### src/rtl/adc_rd_pkg.sv
package adc_rd_pkg;
    localparam int RES_W_DEF  = 10;
    localparam int DATA_W_DEF = 8;
    localparam int ADDR_W_DEF = 8;
    localparam int MODE_BIT_DEF = 7;

    typedef struct packed {
        logic [RES_W_DEF-1:0] result;
        logic                 mode8;
    } hold_state_t;

    typedef struct packed {
        logic lsb_side;
    } order_state_t;
endpackage

### src/rtl/adc_res_hold.sv
module adc_res_hold
    import adc_rd_pkg::*;
(
    input  logic                 clk,
    input  logic                 rst_n,
    input  logic                 load,
    input  logic [RES_W_DEF-1:0] load_data,
    input  logic                 mode_we,
    input  logic                 mode_wdata,
    output logic [RES_W_DEF-1:0] result,
    output logic                 mode8
);
    hold_state_t st_d, st_q;

    always_comb begin
        st_d = st_q;
        if (load) begin
            st_d.result = load_data;
        end
        if (mode_we) begin
            st_d.mode8 = mode_wdata;
        end
    end

    always_ff @(posedge clk or negedge rst_n) begin
        if (!rst_n) begin
            st_q <= '0;
        end else begin
            st_q <= st_d;
        end
    end

    assign result = st_q.result;
    assign mode8  = st_q.mode8;

    assert_capture_R2: assert property (@(posedge clk) disable iff (!rst_n)
        load |=> (st_q.result == $past(load_data)));
    assert_result_hold_R2: assert property (@(posedge clk) disable iff (!rst_n)
        !load |=> $stable(st_q.result));
    assert_mode_hold_R8: assert property (@(posedge clk) disable iff (!rst_n)
        !mode_we |=> $stable(st_q.mode8));
endmodule

### src/rtl/adc_rd_order.sv
module adc_rd_order
    import adc_rd_pkg::*;
(
    input  logic clk,
    input  logic rst_n,
    input  logic start,
    input  logic hi_rd,
    output logic lsb_side
);
    order_state_t st_d, st_q;

    always_comb begin
        st_d = st_q;
        if (start) begin
            st_d.lsb_side = 1'b0;
        end else if (hi_rd) begin
            st_d.lsb_side = 1'b1;
        end
    end

    always_ff @(posedge clk or negedge rst_n) begin
        if (!rst_n) begin
            st_q <= '0;
        end else begin
            st_q <= st_d;
        end
    end

    assign lsb_side = st_q.lsb_side;

    assert_flag_clear_R6: assert property (@(posedge clk) disable iff (!rst_n)
        start |=> !st_q.lsb_side);
    assert_flag_set_R5: assert property (@(posedge clk) disable iff (!rst_n)
        (hi_rd && !start) |=> st_q.lsb_side);
    assert_flag_keep_R5: assert property (@(posedge clk) disable iff (!rst_n)
        (!hi_rd && !start) |=> $stable(st_q.lsb_side));
endmodule

### src/rtl/adc_rd_mux.sv
module adc_rd_mux
    import adc_rd_pkg::*;
#(
    parameter int                    ADDR_W   = ADDR_W_DEF,
    parameter int                    DATA_W   = DATA_W_DEF,
    parameter int                    RES_W    = RES_W_DEF,
    parameter int                    MODE_BIT = MODE_BIT_DEF,
    parameter logic [ADDR_W-1:0]     LO_ADDR  = 8'h35,
    parameter logic [ADDR_W-1:0]     HI_ADDR  = 8'h38
) (
    input  logic              rd,
    input  logic [ADDR_W-1:0] addr,
    input  logic [RES_W-1:0]  result,
    input  logic              mode8,
    input  logic              lsb_side,
    output logic [DATA_W-1:0] rdata
);
    localparam int TOP_W = RES_W - DATA_W;

    logic [DATA_W-1:0] lo_msb, lo_lsb, hi_word;

    always_comb begin
        lo_msb = result[RES_W-1 -: DATA_W];
        lo_lsb = result[DATA_W-1:0];
        hi_word = '0;
        for (int i = 0; i < TOP_W; i++) begin
            hi_word[i] = result[DATA_W+i];
        end
        hi_word[MODE_BIT] = mode8;
    end

    always_comb begin
        rdata = '0;
        if (rd) begin
            if (addr == LO_ADDR) begin
                rdata = (mode8 || lsb_side) ? lo_lsb : lo_msb;
            end else if (addr == HI_ADDR) begin
                rdata = hi_word;
            end
        end
    end
endmodule

### src/rtl/adc_result_port.sv
module adc_result_port
    import adc_rd_pkg::*;
#(
    parameter int                ADDR_W   = ADDR_W_DEF,
    parameter int                DATA_W   = DATA_W_DEF,
    parameter int                MODE_BIT = MODE_BIT_DEF,
    parameter logic [ADDR_W-1:0] LO_ADDR  = 8'h35,
    parameter logic [ADDR_W-1:0] HI_ADDR  = 8'h38
) (
    input  logic                 clk,
    input  logic                 rst_n,
    input  logic                 res_valid,
    input  logic [RES_W_DEF-1:0] res_data,
    input  logic                 conv_start,
    input  logic [ADDR_W-1:0]    bus_addr,
    input  logic                 bus_rd,
    input  logic                 bus_wr,
    input  logic [DATA_W-1:0]    bus_wdata,
    output logic [DATA_W-1:0]    bus_rdata,
    output logic                 mode_8bit
);
    localparam int RES_W = RES_W_DEF;
    localparam int TOP_W = RES_W - DATA_W;

    logic             hi_rd, mode_we, lsb_side, mode8;
    logic [RES_W-1:0] result;

    assign hi_rd   = bus_rd && (bus_addr == HI_ADDR);
    assign mode_we = bus_wr && (bus_addr == HI_ADDR);

    adc_res_hold u_hold (
        .clk        (clk),
        .rst_n      (rst_n),
        .load       (res_valid),
        .load_data  (res_data),
        .mode_we    (mode_we),
        .mode_wdata (bus_wdata[MODE_BIT]),
        .result     (result),
        .mode8      (mode8)
    );

    adc_rd_order u_order (
        .clk      (clk),
        .rst_n    (rst_n),
        .start    (conv_start),
        .hi_rd    (hi_rd),
        .lsb_side (lsb_side)
    );

    adc_rd_mux #(
        .ADDR_W   (ADDR_W),
        .DATA_W   (DATA_W),
        .RES_W    (RES_W),
        .MODE_BIT (MODE_BIT),
        .LO_ADDR  (LO_ADDR),
        .HI_ADDR  (HI_ADDR)
    ) u_mux (
        .rd       (bus_rd),
        .addr     (bus_addr),
        .result   (result),
        .mode8    (mode8),
        .lsb_side (lsb_side),
        .rdata    (bus_rdata)
    );

    assign mode_8bit = mode8;

    assert_idle_zero_R9: assert property (@(posedge clk) disable iff (!rst_n)
        !bus_rd |-> (bus_rdata == '0));
    assert_hi_pad_R3: assert property (@(posedge clk) disable iff (!rst_n)
        hi_rd |-> (bus_rdata[MODE_BIT-1:TOP_W] == '0));
    assert_hi_mode_R3: assert property (@(posedge clk) disable iff (!rst_n)
        hi_rd |-> (bus_rdata[MODE_BIT] == mode_8bit));
    assert_mode_write_R8: assert property (@(posedge clk) disable iff (!rst_n)
        mode_we |=> (mode_8bit == $past(bus_wdata[MODE_BIT])));
    assert_lo_8bit_R7: assert property (@(posedge clk) disable iff (!rst_n)
        (bus_rd && bus_addr == LO_ADDR && mode_8bit) |-> (bus_rdata == result[DATA_W-1:0]));
endmodule

### config.mk
export PLATFORM = sky130hd
export DESIGN_NAME = adc_result_port
export DESIGN_NICKNAME = d
export VERILOG_FILES = /design/src/rtl/adc_rd_pkg.sv /design/src/rtl/adc_res_hold.sv /design/src/rtl/adc_rd_order.sv /design/src/rtl/adc_rd_mux.sv /design/src/rtl/adc_result_port.sv
export SDC_FILE = /design/constraint.sdc
export NUM_CORES = 1
export LEC_CHECK = 0
export BUFFER_PORTS_ARGS = -buffer_cell sky130_fd_sc_hd__buf_2
export CAP_MARGIN = 20
export CORE_UTILIZATION = 25
export CTS_BUF_LIST = sky130_fd_sc_hd__clkbuf_4
export DETAILED_ROUTE_END_ITERATION = 8
export GPL_TIMING_DRIVEN = 0
export MAX_ROUTING_LAYER = met4
export REMOVE_ABC_BUFFERS = 1
export SYNTH_ARGS = -nofsm -noshare
export SYNTH_HDL_FRONTEND = slang
export SYNTH_HIERARCHICAL = 1
export SYNTH_SLANG_ARGS = --single-unit
### constraint.sdc
create_clock -name clk -period 1.1 [get_ports clk]
set_clock_uncertainty 0.1 [all_clocks]
set_input_delay 0.055 -clock clk [delete_from_list [all_inputs] [get_ports clk]]
set_output_delay 0.055 -clock clk [all_outputs]
set_load 0.02 [all_outputs]
==> flow_summary.json, run 1 <==
{
  "swShare": 0.254,
  "post-route-util": 0.433,
  "wire_per_inst_um": 13.1,
  "groute.usage.overall": 0.113,
  "peakVddDrop_v": 0.000614,
  "setup.worst_path.start_class": "register",
  "layout-drive-gt1-share": 0.590,
  "met2_usage": 0.193,
  "synth_cell_types": 21,
  "p_sw_w": 0.000260,
  "placementRows": 19,
  "criticalPathCategory": "reg2out",
  "worstPathCellList": "buf_12, o21a_1, o21ai_1, a21oi_1, buf_4",
  "gp_routability_congestion": 0.805,
  "syn_area_um2": 771,
  "syn_area_per_cell_um2": 11.0,
  "num_antenna_cells": 0,
  "synth_warnings": 6,
  "yosys.area.top_type_share": 0.390,
  "final_max_slew_viol_count": 0,
  "antenna_violating_nets_post_route": 0,
  "cell_depth_of_the_worst_min_delay_path": 4,
  "timing.reg2reg.worst_path_depth": 2,
  "status": "complete, but fails checks",
  "hp-class": "in2reg",
  "fin_hold_ws_ns": 0.0753,
  "crit_arrival_ns": 1.42,
  "finalCritPeriodShare": 1.43,
  "critical_path.max_fanout": 6,
  "initial_antenna_violation_count": 0,
  "htreeDepth": 1,
  "drt_first_pass_iters": 6,
  "clkTransAtPathRegs_ns": 0.07,
  "violations": "design-rule violations, negative setup slack",
  "drt_iter0_markers": 6,
  "drv_cap": 0,
  "most_used_cells_in_the_layout_excluding_fill_and_tap_cells": "sky130_fd_sc_hd__buf_2 (26), sky130_fd_sc_hd__dlygate4sd3_1 (13), sky130_fd_sc_hd__mux2_4 (10), sky130_fd_sc_hd__dfrtp_1 (10), sky130_fd_sc_hd__buf_4 (9)",
  "vias": 708,
  "quantity_of_i_o_buffers_inserted_on_ports": 33,
  "drt-total-wl_um": 2010,
  "grt_setup_unrepaired": "true",
  "most_used_layer_global_route": "met2",
  "cp.required_ns": 0.94,
  "clock_insertion_delay_worst_skew_ns": 0.26,
  "clock-root-buffer": "sky130_fd_sc_hd__clkbuf_4",
  "start_util": 0.272,
  "die_height_um": 57.5,
  "syn_inst": 70,
  "cts.sinks": 12,
  "report.final.hold_viol_count": 0,
  "pwr-share-seq": 0.501,
  "fillerInstances": 282,
  "power.combinational.fraction": 0.247,
  "dp_hpwl_um": 1300,
  "hp-start": "bus_rd",
  "drc": 2,
  "finalWorstSetupSlack_ns": -0.471,
  "chipWidth_um": 57.5,
  "cellLeakagePower_nw": 0.583,
  "detailedPlace.worstSlack_ns": -0.340,
  "first_global_vias": 667,
  "drt-vias-per-instance": 4.63,
  "slowest_delay_ns": 0.43,
  "fin_crit_ns": 1.57,
  "crit_path_launch": "u_order/lsb_side",
  "yosysSeqAreaShare": 0.390,
  "power_report.internal_total_w": 0.000765,
  "area_delta_synth_final_pct": 58.9,
  "worst_slew_pin_slew_ns": 0.325,
  "min_delay_worst_endpoint": "u_order/lsb_side",
  "design.die.area_mm2": 0.00331,
  "power.density_mw_per_mm2": 837,
  "mostFrequentLayoutCell": "sky130_fd_sc_hd__buf_2",
  "max_freq_mhz": 637,
  "cts_max_path_buffers": 2,
  "met3_usage": 0.0522,
  "timing.critical_path.to_type": "output port",
  "share_clk_of_total_power": 0.252,
  "maximum_number_of_pins_on_one_net_before_global_route_repair": 16,
  "grt_pass1_wl_um": 2770,
  "synthDominantAreaCellType": "sky130_fd_sc_hd__dfrtp_1",
  "num_io_pins": 41,
  "placeableCoreArea_mm2": 0.00283,
  "cpMaxStageDelayCell": "sky130_fd_sc_hd__dfrtp_2",
  "regToRegEndpoint": "u_hold/mode8",
  "ys_ff_latch": 12,
  "cts_tree": "yes",
  "numCtsBuffers": 3,
  "globalRouteMet1Util": 0.126,
  "number_of_nets_in_the_final_layout": 156,
  "rr_startpoint": "u_hold/mode8",
  "setup_slack_on_the_worst_flop_to_flop_path_ns": 0.01,
  "netlist_top_cells_area": "sky130_fd_sc_hd__dfrtp_1 (39%), sky130_fd_sc_hd__mux2_4 (19%), sky130_fd_sc_hd__a21oi_1 (5.2%), sky130_fd_sc_hd__nor3b_2 (4.9%), sky130_fd_sc_hd__nand2_1 (4.4%)",
  "report.final.setup_viol": 10,
  "timing.slew.headroom": 0.783,
  "setup_total_negative_slack_ns": -3.52,
  "global_route.overflow_total": 0
}
synthesized netlist by cell type:
cell type / n
sky130_fd_sc_hd__and3b_2: 1
sky130_fd_sc_hd__buf_6: 3
sky130_fd_sc_hd__nor3b_1: 1
sky130_fd_sc_hd__or4b_1: 1
sky130_fd_sc_hd__a21oi_1: 8
sky130_fd_sc_hd__nand2_1: 9
sky130_fd_sc_hd__mux2_2: 1
sky130_fd_sc_hd__o21ai_1: 3
sky130_fd_sc_hd__nand3_2: 1
sky130_fd_sc_hd__o21a_1: 3
sky130_fd_sc_hd__nor2_2: 1
sky130_fd_sc_hd__nor3_1: 2
sky130_fd_sc_hd__dfrtp_1: 12
sky130_fd_sc_hd__nor3b_2: 3
sky130_fd_sc_hd__nor2b_1: 1
sky130_fd_sc_hd__o21ba_1: 1
sky130_fd_sc_hd__mux2_4: 10
sky130_fd_sc_hd__o21ai_0: 5
sky130_fd_sc_hd__and4bb_2: 1
sky130_fd_sc_hd__nand4bb_1: 1
sky130_fd_sc_hd__inv_1: 2
flip-flops by register name, summed over array words and instances, names as in the netlist:
register          count
u_hold/mode8          1
u_order/lsb_side      1
u_hold/result        10
critical path, delay by kind of cell (launching register included):
| family | cells | cell delay [ns] |
|---|---|---|
| flops | 1 | 0.43 |
| compound gates | 3 | 0.40 |
| buf+inv | 2 | 0.30 |
worst max-delay path by stage:
stage	end	slack (ns)	cells past startpoint
3_3_place_gp	u_hold/mode8	-0.35	4
5_1_grt	bus_rdata[7]	-0.52	5
4_1_cts	bus_rdata[1]	-0.44	4
6_report	bus_rdata[7]	-0.47	5
3_5_place_dp	u_hold/mode8	-0.34	4
2_1_floorplan	bus_rdata[0]	-0.30	3
power groups by stage:
stage	sequential, W	clock [W]	combinational [W]
final	0.000513	0.000259	0.000253
after global routing	0.000519	0.000292	0.000276
after CTS	0.000517	0.000267	0.000224
after detailed placement	0.000524	0	0.000185
after global placement	0.000524	0	0.000180
after floorplan	0.000515	0	0.000109
cells by family (layout without fill, tap and decap cells):
logic type             count (synthesis)  count (layout)  share of synthesized area
AOI/OAI and AO/OA                     20              20                      0.146
muxes                                 11              11                      0.209
DFF                                   12              12                      0.390
and+or+nand+nor                       22              22                      0.201
buffers and inverters                  5              57                     0.0536
per-layer routing:
layer	vias up	share of wire
met1	333	0.44
met3	0	0.047
met4	0	0
met5	-	0
li1	356	-
met2	19	0.51
per-stage QoR:
stage               instances  cell area (um^2)  total power [W]
floorplan                  67               737         0.000623
global placement          131               941         0.000704
detailed placement        131               941         0.000709
CTS                       148              1120          0.00101
global route              153              1220          0.00109
finish                    153              1220          0.00103
layout make-up:
type	instances	area, um^2	share of cell area
clock buffers	3	22.5	0.0184
inverters	2	7.51	0.00613
multi-input cells	53	472	0.385
flip-flops and latches	12	303	0.247
well taps	31	38.8	0.0317
repair buffers	52	382	0.312
what timing repair did:
item | CTS | global route
endpoints found under the setup margin | 10 | 10
setup buffers | 1 | 5
gates resized for setup | 6 | 23
hold buffers | 13 | 0
cloned | 0 | 0
endpoints found under the hold margin | 24 | 0
pin swaps | 0 | 10
No activity file was read; power rests on OpenSTA's default activity.
==> run 2: changes to the inputs <==
Settings changed: HOLD_SLACK_MARGIN set to 0.15, SLEW_MARGIN set to 5.
==> run 2 against run 1 <==
  * Combinational power about the same
  * Clock-buffer cell count unchanged
  * Highest routed layer unchanged
  * Worst setup slack is essentially flat
  * Fmax about the same
  * Sequential power about the same
  * The run still ends with design-rule violations, negative setup slack left
  * Final cell count up 0.65%
  * Critical endpoint unchanged
==> flow_summary.json, run 2 (synthesis results as in run 1) <==
{
  "status": "complete, but fails checks",
  "violations": "design-rule violations, negative setup slack",
  "htreeDepth": 1,
  "report.final.setup_viol": 10,
  "finalCritPeriodShare": 1.43,
  "grt_setup_unrepaired": "true",
  "crit_cells": 5,
  "placed_cells": 131,
  "drc": 2,
  "drt-vias-per-instance": 4.64,
  "groute.usage.overall": 0.114,
  "worst_slew_pin_slew_ns": 0.325,
  "regArea_um2": 303,
  "most_used_layer_global_route": "met2",
  "dp_hpwl_um": 1300,
  "die_height_um": 57.5,
  "drv_cap": 0,
  "peakVddDrop_v": 0.000614,
  "power.density_mw_per_mm2": 833,
  "crit_arrival_ns": 1.42,
  "clock_insertion_delay_worst_skew_ns": 0.27,
  "fin_crit_ns": 1.57,
  "wire_per_inst_um": 13.2,
  "fin_hold_ws_ns": 0.0870,
  "met3_usage": 0.0522,
  "area_delta_synth_final_pct": 60.2,
  "initial_antenna_violation_count": 0,
  "multi_input_area_um2": 472,
  "slowest_delay_ns": 0.43,
  "layout.cells.non_filler": 154,
  "num_antenna_cells": 0,
  "setup.worst_path.start_class": "register",
  "chipWidth_um": 57.5,
  "gp_routability_congestion": 0.805,
  "globalRouteMet1Util": 0.124,
  "vias": 715,
  "layout-drive-gt1-share": 0.585,
  "critical_path.max_fanout": 6,
  "numCtsBuffers": 3,
  "grt_pass1_wl_um": 2790,
  "drt_iter0_markers": 5,
  "path_delay_family": "flip-flops",
  "timing.reg2reg.worst_path_depth": 2,
  "cts.sinks": 12,
  "regToRegEndpoint": "u_hold/mode8",
  "global_route.overflow_total": 0,
  "drt_first_pass_iters": 6,
  "hp-class": "in2async",
  "timing.critical_path.to_type": "output port",
  "timing.slew.headroom": 0.783,
  "cp.required_ns": 0.94,
  "design.die.area_mm2": 0.00331,
  "most_used_cells_in_the_layout_excluding_fill_and_tap_cells": "sky130_fd_sc_hd__buf_2 (26), sky130_fd_sc_hd__dlygate4sd3_1 (14), sky130_fd_sc_hd__mux2_4 (10), sky130_fd_sc_hd__dfrtp_1 (10), sky130_fd_sc_hd__buf_4 (9)",
  "mostFrequentLayoutCell": "sky130_fd_sc_hd__buf_2",
  "quantity_of_i_o_buffers_inserted_on_ports": 33,
  "maximum_number_of_pins_on_one_net_before_global_route_repair": 16,
  "cpMaxStageDelayCell": "sky130_fd_sc_hd__dfrtp_2",
  "clkTransAtPathRegs_ns": 0.07,
  "worstPathCellList": "buf_12, o21a_1, o21ai_1, a21oi_1, buf_4",
  "antenna_violating_nets_post_route": 0,
  "rr_startpoint": "u_hold/mode8",
  "crit_path_launch": "u_order/lsb_side",
  "cellLeakagePower_nw": 0.587,
  "cts_hold_repair.buffers": 14,
  "number_of_nets_in_the_final_layout": 157,
  "cts_tree": "yes",
  "report.final.hold_viol_count": 0,
  "max_freq_mhz": 637,
  "final_max_slew_viol_count": 0,
  "cp_num_buf_inv": 2,
  "first_global_vias": 673,
  "placementRows": 19,
  "cp-endpoint": "bus_rdata[7]",
  "fillerInstances": 281,
  "setup_slack_on_the_worst_flop_to_flop_path_ns": 0.01,
  "cts_max_path_buffers": 2,
  "placeableCoreArea_mm2": 0.00283,
  "start_util": 0.272,
  "num_io_pins": 41,
  "largest_reg_flops": 10,
  "finalWorstSetupSlack_ns": -0.471,
  "criticalPathCategory": "reg2out",
  "clock-root-buffer": "sky130_fd_sc_hd__clkbuf_4",
  "met2_usage": 0.198,
  "drt-total-wl_um": 2030
}
-- run 2: worst min-delay path by stage --
| stage | slack, ns | cells past startpoint | start | end |
|---|---|---|---|---|
| final | 0.09 | 2 | rst_n | u_hold/result[3] |
| after global routing | 0.11 | 4 | bus_wr | u_hold/mode8 |
| after CTS | 0.11 | 2 | rst_n | u_hold/result[2] |
| after detailed placement | -0.15 | 1 | rst_n | u_hold/mode8 |
| after global placement | -0.15 | 1 | rst_n | u_hold/mode8 |
| after floorplan | -0.34 | 0 | rst_n | u_hold/mode8 |
-- run 2: cell type report --
type                            count  area share
Clock buffer                        3      0.0182
Tap cell                           31      0.0314
Multi-Input combinational cell     53       0.382
Sequential cell                    12       0.245
Timing Repair Buffer               53       0.317
Inverter                            2     0.00608
-- run 2: power by group --
group	switching (W)	leakage, nW	internal, W
Sequential	0.0000331	0.141	0.000480
Combinational	0.0000953	0.432	0.000161
Clock	0.000132	0.0138	0.000126
Total	0.000261	0.587	0.000768
-- run 2: per-stage QoR --
step                      setup TNS, ns  setup WS (ns)   util  power [W]  instance area [um^2]
after floorplan                   -2.37         -0.296      -   0.000623                   737
after global placement            -2.27         -0.348  0.333   0.000704                   941
after detailed placement          -2.23         -0.340  0.333   0.000709                   941
after CTS                         -3.55         -0.443  0.398    0.00101                  1130
after global routing              -4.12         -0.518  0.437    0.00109                  1230
final                             -3.52         -0.471  0.437    0.00103                  1230
-- run 2: per-layer routing --
layer | wire length (um) | up-vias
met5 | 0 | -
met4 | 0 | 0
li1 | - | 358
met3 | 95 | 0
met2 | 1050 | 19
met1 | 885 | 338
-- run 2: what timing repair did --
action | 4_1_cts | 5_1_grt
cloned | 0 | 0
endpoints found under the hold margin | 24 | 14
resized for setup | 6 | 23
setup buffers | 1 | 5
pin swaps | 0 | 10
setup endpoints to repair | 10 | 10
